`config.mk`:
```
export PLATFORM = sky130hd
export DESIGN_NAME = hzp_stages
export DESIGN_NICKNAME = d
export VERILOG_FILES = /design/src/rtl/hzp_pkg.sv /design/src/rtl/hzp_stages.sv
export SDC_FILE = /design/constraint.sdc
export NUM_CORES = 1
export LEC_CHECK = 0
export ABC_AREA = 1
export BUFFER_PORTS_ARGS = -buffer_cell sky130_fd_sc_hd__buf_2
export CORE_AREA = 2 2 112 114
export CTS_CLUSTER_DIAMETER = 40
export CTS_CLUSTER_SIZE = 20
export DETAILED_ROUTE_END_ITERATION = 10
export DIE_AREA = 0 0 114 116
export PLACE_DENSITY = 0.83
export RECOVER_POWER = 50
export SYNTH_ARGS = -nofsm -noshare
export SYNTH_HDL_FRONTEND = slang
export SYNTH_SLANG_ARGS = --single-unit
```
`constraint.sdc`:
```
create_clock -name clk -period 2.45 [get_ports clk]
set_clock_uncertainty 0.2 [all_clocks]
set_input_delay 0.1225 -clock clk [delete_from_list [all_inputs] [get_ports clk]]
set_output_delay 0.1225 -clock clk [all_outputs]
set_load 0.01 [all_outputs]
```
`src/rtl/hzp_pkg.sv`:
```
package hzp_pkg;

    localparam int REG_AW = 5;
    localparam int TAG_W  = 8;
    localparam int NSTG   = 5;

    localparam int IF_S  = 0;
    localparam int ID_S  = 1;
    localparam int EX_S  = 2;
    localparam int MEM_S = 3;
    localparam int WB_S  = 4;

    localparam int FLUSH_COST = 2;

    typedef logic [REG_AW-1:0] reg_idx_t;
    typedef logic [TAG_W-1:0]  tag_t;

    typedef struct packed {
        logic     valid;
        tag_t     tag;
        reg_idx_t rd;
        reg_idx_t rs1;
        reg_idx_t rs2;
        logic     rs1_use;
        logic     rs2_use;
        logic     wen;
        logic     load;
        logic     branch;
        logic     taken;
    } instr_t;

    localparam instr_t BUBBLE = '0;

    // True when consumer c needs the result that producer p will write.
    function automatic logic reads_from(instr_t c, instr_t p);
        logic prod_ok;
        logic hit1;
        logic hit2;
        prod_ok = p.valid && p.wen && (p.rd != '0);
        hit1    = c.rs1_use && (c.rs1 == p.rd);
        hit2    = c.rs2_use && (c.rs2 == p.rd);
        return c.valid && prod_ok && (hit1 || hit2);
    endfunction

    // True when a branch sitting in execute must squash the younger work.
    function automatic logic branch_flushes(instr_t b, logic predict_nt);
        return b.valid && b.branch && (!predict_nt || b.taken);
    endfunction

endpackage

```
`src/rtl/hzp_stages.sv`:
```
module hzp_stages
    import hzp_pkg::*;
(
    input  logic   clk,
    input  logic   rst,
    input  instr_t fetch_i,
    input  logic   stall_i,
    input  logic   flush_i,
    output instr_t stage_o [NSTG]
);

    instr_t stage_q [NSTG];

    // Front of the pipe: fetch, decode and execute react to stall and flush.
    always_ff @(posedge clk) begin
        if (rst) begin
            stage_q[IF_S] <= BUBBLE;
            stage_q[ID_S] <= BUBBLE;
            stage_q[EX_S] <= BUBBLE;
        end else if (flush_i) begin
            stage_q[IF_S] <= fetch_i;
            stage_q[ID_S] <= BUBBLE;
            stage_q[EX_S] <= BUBBLE;
        end else if (stall_i) begin
            stage_q[EX_S] <= BUBBLE;
        end else begin
            stage_q[IF_S] <= fetch_i;
            stage_q[ID_S] <= stage_q[IF_S];
            stage_q[EX_S] <= stage_q[ID_S];
        end
    end

    // Back of the pipe always advances.
    for (genvar g = MEM_S; g < NSTG; g++) begin : g_tail
        always_ff @(posedge clk) begin
            if (rst) begin
                stage_q[g] <= BUBBLE;
            end else begin
                stage_q[g] <= stage_q[g-1];
            end
        end
    end

    for (genvar g = 0; g < NSTG; g++) begin : g_out
        assign stage_o[g] = stage_q[g];
    end

endmodule

```
==> results.toml, run 1 <==
[run_status]
status = "complete, no violations"

[grt]
grt_pass1_vias = 3416
grt_pass1_wl_um = 16500
grt_usage_pct = 16.8
antenna_found_initial = 0
overflow = 0
grt_max_degree = 61

[setup_path]
slowest_delay_ns = 0.77
critical_path_buf_inv_count = 2
arrival_ns = 1.54
cp_slowest_cell = "nand2_1"
critPathLaunchType = "primary input"
required_ns = 2.37
crit_fanout = 30
path_cells = "clkbuf_1 -> clkinvlp_2 -> nand2_1 -> nor2_1"
path_class = "in -> reg"
endpoint_kind = "flop"
crit_family = "simple AND/OR/NAND/NOR gates"

[power]
combinationalPowerShare_pct = 7.0
leakagePower_nw = 3.61
ir_drop_uv = 392
p_sw_share_pct = 21.3
switchingPower_mw = 1.26
p_seq_share_pct = 48.4
p_clk_share_pct = 44.6
power_density_nw_per_um2 = 818
p_int_mw = 4.66

[logic_synthesis]
syn_avg_cell_area_sq_um = 11.2
yosys-top-cells-area = "edfxtp_1, dfxtp_1, inv_1"
synth_top_area_share_pct = 51.1
ys_seq_area_share_pct = 73.7
ys_ff_latch = 150
synthArstFlopShare_pct = 0
synth_flop_cell = "edfxtp_1"
mappedNetlistArea_sq_um = 5290
yosysMostFrequentCell = "inv_1"
synth-edff-count = 90
synthCells = 474
synth_warnings = 0
yosys-top-cells-count = "inv_1, nor2_1, edfxtp_1"
yosys.cell_types.count = 13
yosysTopAreaCell = "edfxtp_1"

[sta]
drv_slew = 0
setup_tns_ns = 0
worstMarginPinSlew_ns = 1.10
rsz0062_at_grt = "no"
holdWs_ns = 0.214
fmax_mhz = 619
setup_violations = 0
relSlewSlack_pct = 26.9
fin_crit_sh_pct = 66.0
period_needed_ns = 1.62
hold_viol_final = 0

[die]
io_pins = 184
initial_core_util_pct = 44.4
placementRows = 40
fp.dieH_um = 116
dieArea_sq_um = 13200
core_region_area_sq_um = 11900
die_width_um = 114

[clock_network]
clk_pin_slew_ns = 0.06
tritoncts = "yes"
cts_hold_buf = 30
clk_path_buf_depth = 2
clk_latency_ns = 0.41
cts_setup_buffers = 0
cts_buffers = 17
clkSinkCount = 150
clockRootBuffer = "clkbuf_16"
h-tree-depth = 4
post_cts_resized = 0

[cells_and_area]
reg_top3 = "stage_q (150)"
regMostFlops = "stage_q"
drive_above_1_share_pct = 29.3
num-nets-final = 756
stdcell_area_sq_um = 7230
diodes = 0
syn_to_final_growth_pct = 36.7
largest_reg_flops = 150

[detailed_routing]
drt_iter0_drc = 179
final_antenna_net_count = 0
dr.pass1.iters = 4
vias = 3569
drc = 0
viasPerCell = 4.05
routed_wl_um = 10900
wire_per_inst_um = 12.3

[placement]
finalWeightedCongestion = 0.709
place_area_sq_um = 6400
dp_hpwl_um = 7460
io_buffers = 183

[run]
drv_cap = 0

[min_path]
min_path_type = "reg -> reg"
worst register-to-register path, cell delays in order, from the launching register on:
cell and delay [ns]:
edfxtp_1 0.42, inv_1 0.10, nor2_1 0.05
power groups by stage:
| stage | Clock (mW) | Combinational [mW] | Sequential (mW) |
|---|---|---|---|
| floorplan | 0 | 0.147 | 2.98 |
| global route | 2.79 | 0.460 | 2.88 |
| finish | 2.64 | 0.417 | 2.86 |
| CTS | 2.67 | 0.425 | 2.87 |
| detailed placement | 0 | 0.387 | 2.92 |
| global placement | 0 | 0.379 | 2.91 |
worst paths after layout:
| kind | start | to | slack (ns) | cells after the start |
|---|---|---|---|---|
| max | rst | stage_q[0][10] | 0.83 | 4 |
| min | stage_q[3][29] | stage_q[4][29] | 0.21 | 2 |
| max reg2reg | stage_q[1][12] | stage_q[2][12] | 1.40 | 2 |
| min reg2reg | stage_q[3][29] | stage_q[4][29] | 0.21 | 2 |
cell type report:
class / count / area (sq um)
multi-input combinational: 185 / 733
inverter: 152 / 572
sequential: 150 / 3900
clock buffer: 25 / 522
tap: 147 / 184
fill: 955 / 4680
clock inverter: 7 / 87.6
timing repair buffer: 216 / 1230
placed cells by master (no fill, tap or decap):
| cell type | synthesis | layout |
|---|---|---|
| buf_12 | 0 | 1 |
| buf_2 | 6 | 170 |
| buf_4 | 0 | 1 |
| bufinv_16 | 0 | 2 |
| clkbuf_1 | 0 | 16 |
| clkbuf_16 | 0 | 20 |
| clkbuf_2 | 0 | 3 |
| clkinv_2 | 0 | 3 |
| clkinvlp_2 | 0 | 1 |
| conb_1 | 1 | 30 |
| dfxtp_1 | 60 | 60 |
| dlygate4sd3_1 | 0 | 30 |
| edfxtp_1 | 90 | 90 |
| inv_1 | 151 | 151 |
| inv_4 | 1 | 2 |
| nand2_1 | 1 | 2 |
| nand2_4 | 1 | 1 |
| nand3_2 | 0 | 1 |
| nor2_1 | 120 | 141 |
| nor2_2 | 31 | 10 |
routing by layer:
| metal | track usage, % | wire, um | part of all wire, % | up-vias |
|---|---|---|---|---|
| met3 | 4.76 | 491 | 4.5 | 25 |
| met2 | 29.3 | 5720 | 53 | 115 |
| li1 | - | - | - | 1832 |
| met4 | 9.92 | 358 | 3.3 | 0 |
| met1 | 18.5 | 4310 | 40 | 1597 |
| met5 | 0 | 0 | 0 | - |
through the flow:
stage               std cells  power, mW  setup slack (ns)  util, %
floorplan                 503       3.12             0.559        -
detailed placement        820       3.31             0.712     53.7
global route              882       6.13             0.729     60.7
finish                    882       5.92             0.834     60.7
CTS                       882       5.97              1.09     61.4
global placement          820       3.29             0.768     53.7
cell families after synthesis:
group	Yosys count	synth area share, %
buffers and inverters	168	13.5
and+or+nand+nor	155	12.7
DFF	150	73.7
other	1	0.0708
Power figures use the tool's default switching activity.
==> run 2: changes to the inputs <==
==> constraint.sdc (replaced) <==
create_clock -name clk -period 1.32 [get_ports clk]
set_clock_uncertainty 0.2 [all_clocks]
set_input_delay 0.066 -clock clk [delete_from_list [all_inputs] [get_ports clk]]
set_output_delay 0.066 -clock clk [all_outputs]
set_load 0.01 [all_outputs]
==> results.toml, run 2 (synthesis gave the netlist of run 1 again) <==
[power]
leakagePower_nw = 3.43
p_sw_share_pct = 21.6
ir_drop_uv = 805
switchingPower_mw = 2.41
p_seq_share_pct = 47.6
p_int_mw = 8.77
combinationalPowerShare_pct = 7.1
p_clk_share_pct = 45.2
power_density_nw_per_um2 = 1520

[setup_path]
required_ns = 1.24
cp_slowest_cell = "dlygate4sd3_1"
path_cells = "dlygate4sd3_1 -> clkbuf_2 -> inv_8 -> nand3_4 -> buf_4"
crit_family = "buffers and inverters"
slowest_delay_ns = 0.55
endpoint_kind = "flop"
arrival_ns = 1.22
crit_fanout = 11
path_class = "in -> reg"
critPathLaunchType = "primary input"
critical_path_buf_inv_count = 4

[clock_network]
tritoncts = "yes"
post_cts_resized = 0
clockRootBuffer = "clkbuf_16"
clk_pin_slew_ns = 0.06
h-tree-depth = 4
clkSinkCount = 150
cts_setup_buffers = 0
clk_path_buf_depth = 2
cts_buffers = 17
clk_latency_ns = 0.41

[grt]
antenna_found_initial = 0
grt_pass1_wl_um = 17100
grt_max_degree = 61
grt_usage_pct = 17.5
grt_pass1_vias = 3548
overflow = 0

[detailed_routing]
routed_wl_um = 11200
drc = 0
wire_per_inst_um = 12.6
dr.pass1.iters = 4
viasPerCell = 4.07
final_antenna_net_count = 0
vias = 3626
drt_iter0_drc = 196

[sta]
hold_viol_final = 0
rsz0062_at_grt = "yes"
drv_slew = 0
fmax_mhz = 767
period_needed_ns = 1.30
fin_crit_sh_pct = 98.8
setup_violations = 0

[die]
core_region_area_sq_um = 11900
die_width_um = 114
fp.dieH_um = 116
placementRows = 40
io_pins = 184
dieArea_sq_um = 13200
initial_core_util_pct = 44.4

[run]
drv_cap = 0

[cells_and_area]
regArea_sq_um = 3900
diodes = 0
largest_reg_flops = 150
num-nets-final = 764
fillers = 969
stdcell_area_sq_um = 7360
regMostFlops = "stage_q"
syn_to_final_growth_pct = 39.0
final_cell_mix = "inv_1, nor2_1, buf_2, edfxtp_1, clkbuf_1"
post_layout_nonfiller_instances = 890
layout_commonest_cell = "inv_1"
drive_above_1_share_pct = 24.2
reg_top3 = "stage_q (150)"
multi_input_area_sq_um = 796

[run_status]
status = "complete, no violations"

[placement]
dp_hpwl_um = 7750
io_buffers = 183
place_area_sq_um = 6500
place_inst = 825
finalWeightedCongestion = 0.747

[min_path]
min_path_type = "in -> reg"
==> run 2: final timing paths <==
path	start	end	slack, ns	depth (start not counted)
setup / recovery	rst	stage_q[0][28]	0.02	5
hold / removal	flush_i	stage_q[0][8]	0.07	4
setup reg to reg	stage_q[0][19]	stage_q[1][19]	0.30	2
hold reg to reg	stage_q[3][15]	stage_q[4][15]	0.22	2
==> run 2: through the flow <==
step                TNS [ns]  utilization [%]  setup WS (ns)  hold WS, ns  total power [mW]
global placement           0             54.6          0.160        0.163              6.15
CTS                        0             62.6        0.00265       0.0239              11.3
floorplan              -2.06                -        -0.0343       0.0740              5.80
detailed placement         0             54.6          0.145        0.167              6.17
global route         -0.0197             61.8       -0.00891       0.0901              11.6
finish                     0             61.8         0.0159       0.0729              11.2
==> run 2: worst register-to-register path: stages (launching register included) <==
cell	delay, ns
edfxtp_1	0.44
inv_1	0.09
nor2_1	0.05
==> run 2: per-layer routing <==
| metal | wire [um] | track usage, % |
|---|---|---|
| met5 | 0 | 0 |
| met4 | 271 | 7.80 |
| met3 | 661 | 5.91 |
| met2 | 6040 | 31.8 |
| met1 | 4260 | 18.3 |
==> run 2: what timing repair did <==
| item | in CTS | in global routing |
|---|---|---|
| setup endpoints to repair | 0 | 44 |
| hold buffers | 32 | 0 |
| endpoints found under the hold margin | 97 | 0 |
==> run 2: power by group through the flow <==
stage          Combinational, mW  Sequential [mW]  Clock, mW
2_1_floorplan              0.278             5.52          0
3_5_place_dp               0.751             5.42          0
6_report                   0.799             5.33       5.05
3_3_place_gp               0.732             5.41          0
4_1_cts                    0.827             5.32       5.13
5_1_grt                    0.883             5.35       5.34
==> run 2: layout make-up <==
cell class / instances / area share [%]
Clock buffer: 21 / 6.70
Timing Repair Buffer: 224 / 17.2
Multi-Input combinational cell: 185 / 10.8
Inverter: 152 / 7.86
Tap cell: 147 / 2.50
Clock inverter: 11 / 1.89
Sequential cell: 150 / 53.1
==> run 3: changes to the inputs <==
--- a/config.mk
+++ b/config.mk
@@ -7,11 +7,13 @@
 export LEC_CHECK = 0
 export ABC_AREA = 1
 export BUFFER_PORTS_ARGS = -buffer_cell sky130_fd_sc_hd__buf_2
-export CORE_AREA = 2 2 112 114
+export CELL_PAD_IN_SITES_DETAIL_PLACEMENT = 0
+export CELL_PAD_IN_SITES_GLOBAL_PLACEMENT = 1
+export CORE_AREA = 2 2 128 130
 export CTS_CLUSTER_DIAMETER = 40
 export CTS_CLUSTER_SIZE = 20
 export DETAILED_ROUTE_END_ITERATION = 10
-export DIE_AREA = 0 0 114 116
+export DIE_AREA = 0 0 130 132
 export PLACE_DENSITY = 0.83
 export RECOVER_POWER = 50
 export SYNTH_ARGS = -nofsm -noshare
==> results.toml, run 3 (synthesis gave the netlist of run 1 again) <==
[run_status]
status = "complete, no violations"

[run]
drv_cap = 0

[power]
combinationalPowerShare_pct = 7.4
p_sw_share_pct = 21.9
switchingPower_mw = 2.33
p_int_mw = 8.31
ir_drop_uv = 847
power_density_nw_per_um2 = 1450
p_clk_share_pct = 42.6
p_seq_share_pct = 50.0
leakagePower_nw = 3.45

[cells_and_area]
stdcell_area_sq_um = 7350
syn_to_final_growth_pct = 38.9
final_cell_mix = "inv_1, nor2_1, buf_2, edfxtp_1, clkbuf_1"
drive_above_1_share_pct = 25.4
largest_reg_flops = 150
diodes = 0
layout_commonest_cell = "inv_1"
utilization_pct = 46.8
reg_top3 = "stage_q (150)"
regMostFlops = "stage_q"
fillers = 1503
num-nets-final = 764
post_layout_nonfiller_instances = 959

[grt]
grt_usage_pct = 13.1
grt_max_degree = 49
overflow = 0
grt_pass1_wl_um = 16700
antenna_found_initial = 0
grt_pass1_vias = 3228

[placement]
finalWeightedCongestion = 0.820
place_inst = 893
place_area_sq_um = 6590
dp_hpwl_um = 7960
io_buffers = 183
post-place-ws_ns = 0.116

[clock_network]
h-tree-depth = 4
cts_buffers = 17
clockRootBuffer = "clkbuf_16"
clkSinkCount = 150
tritoncts = "yes"
clk_pin_slew_ns = 0.06
clk_path_buf_depth = 2
clk_latency_ns = 0.41

[detailed_routing]
routed_wl_um = 10900
drt_iter0_drc = 143
wire_per_inst_um = 11.3
viasPerCell = 3.58
drc = 0
vias = 3435
dr.pass1.iters = 5
final_antenna_net_count = 0

[setup_path]
rrSetupSlack_ns = 0.21
critPathLaunchType = "flop"
required_ns = 1.05
path_class = "reg -> out"
crit_start = "stage_q[1][14]"
endpoint = "stage_o[104]"
crit_family = "flip-flops"
arrival_ns = 1.01
r2r_end = "stage_q[2][10]"
path_cells = "buf_2"
cp_num_cells = 1
critical_path_buf_inv_count = 1
reg2reg_depth = 3
r2r-start = "stage_q[1][10]"
endpoint_kind = "output port"
crit_fanout = 2
slowest_delay_ns = 0.43
cp_slowest_cell = "edfxtp_1"

[sta]
period_needed_ns = 1.28
fin_crit_sh_pct = 97.0
drv_slew = 0
fmax_mhz = 781
hold_viol_final = 0
rsz0062_at_grt = "yes"
setup_slack_ns = 0.0392
holdWs_ns = 0.0667
setup_violations = 0

[die]
initial_core_util_pct = 33.7
core_region_area_sq_um = 15700
placementRows = 46
fp.dieH_um = 132
die_width_um = 130
dieArea_sq_um = 17200
io_pins = 184

[min_path]
min_path_type = "in -> reg"
## run 3: cell count changes in the layout (fill, tap and decap cells not counted), moves of 4 or more
cell	before	now
buf_2	104	120
buf_6	1	5
clkbuf_1	77	62
clkinv_2	0	6
nor2_1	120	127
nor2_2	31	24
## run 3: repair_timing
action,CTS,global route
hold endpoints to repair,110,0
setup buffers,0,2
resized for setup,0,2
hold buffers,32,0
setup endpoints to repair,0,44
## run 3: worst min path at each step
stage                           endpoint  cells past startpoint  slack [ns]        start
after floorplan            stage_q[0][0]                      2        0.07   fetch_i[0]
after global placement    stage_q[0][19]                      3        0.16  fetch_i[19]
after detailed placement   stage_q[0][8]                      3        0.17   fetch_i[8]
after CTS                 stage_q[1][10]                      4        0.03      flush_i
after global routing       stage_q[2][4]                      5        0.08      flush_i
final                      stage_q[1][8]                      5        0.07      flush_i
## run 3: cell type report
| cell class | instances | area, sq um | share of cell area [%] |
|---|---|---|---|
| Clock buffer | 23 | 489 | 6.66 |
| Clock inverter | 9 | 75.1 | 1.02 |
| Inverter | 152 | 571 | 7.76 |
| Multi-Input combinational cell | 185 | 768 | 10.5 |
| Sequential cell | 150 | 3900 | 53.1 |
| Tap cell | 216 | 270 | 3.68 |
| Timing Repair Buffer | 224 | 1270 | 17.3 |
## run 3: metrics by stage
stage          power, mW  setup TNS [ns]
2_1_floorplan       5.80           -2.06
3_3_place_gp        6.17               0
3_5_place_dp        6.18               0
4_1_cts             10.8               0
5_1_grt             11.0         -0.0224
6_report            10.6               0
## run 3: worst min-delay path, cell delays in order
cell     delay (ns)
buf_2          0.10
nor2_2         0.05
nand2_4        0.06
buf_12         0.19
nor2_2         0.04
## run 3: per-layer routing
metal  share of wire (%)  global-route usage [%]
met3                 4.7                    3.81
met1                  40                    14.9
met5                   0                       0
met2                  51                    22.0
met4                 3.9                    7.47
## run 3: power groups by stage
stage,clock network [mW],registers (mW),logic (mW)
3_3_place_gp,0,5.42,0.748
3_5_place_dp,0,5.42,0.757
5_1_grt,4.82,5.35,0.876
4_1_cts,4.64,5.32,0.833
2_1_floorplan,0,5.52,0.278
6_report,4.53,5.32,0.789
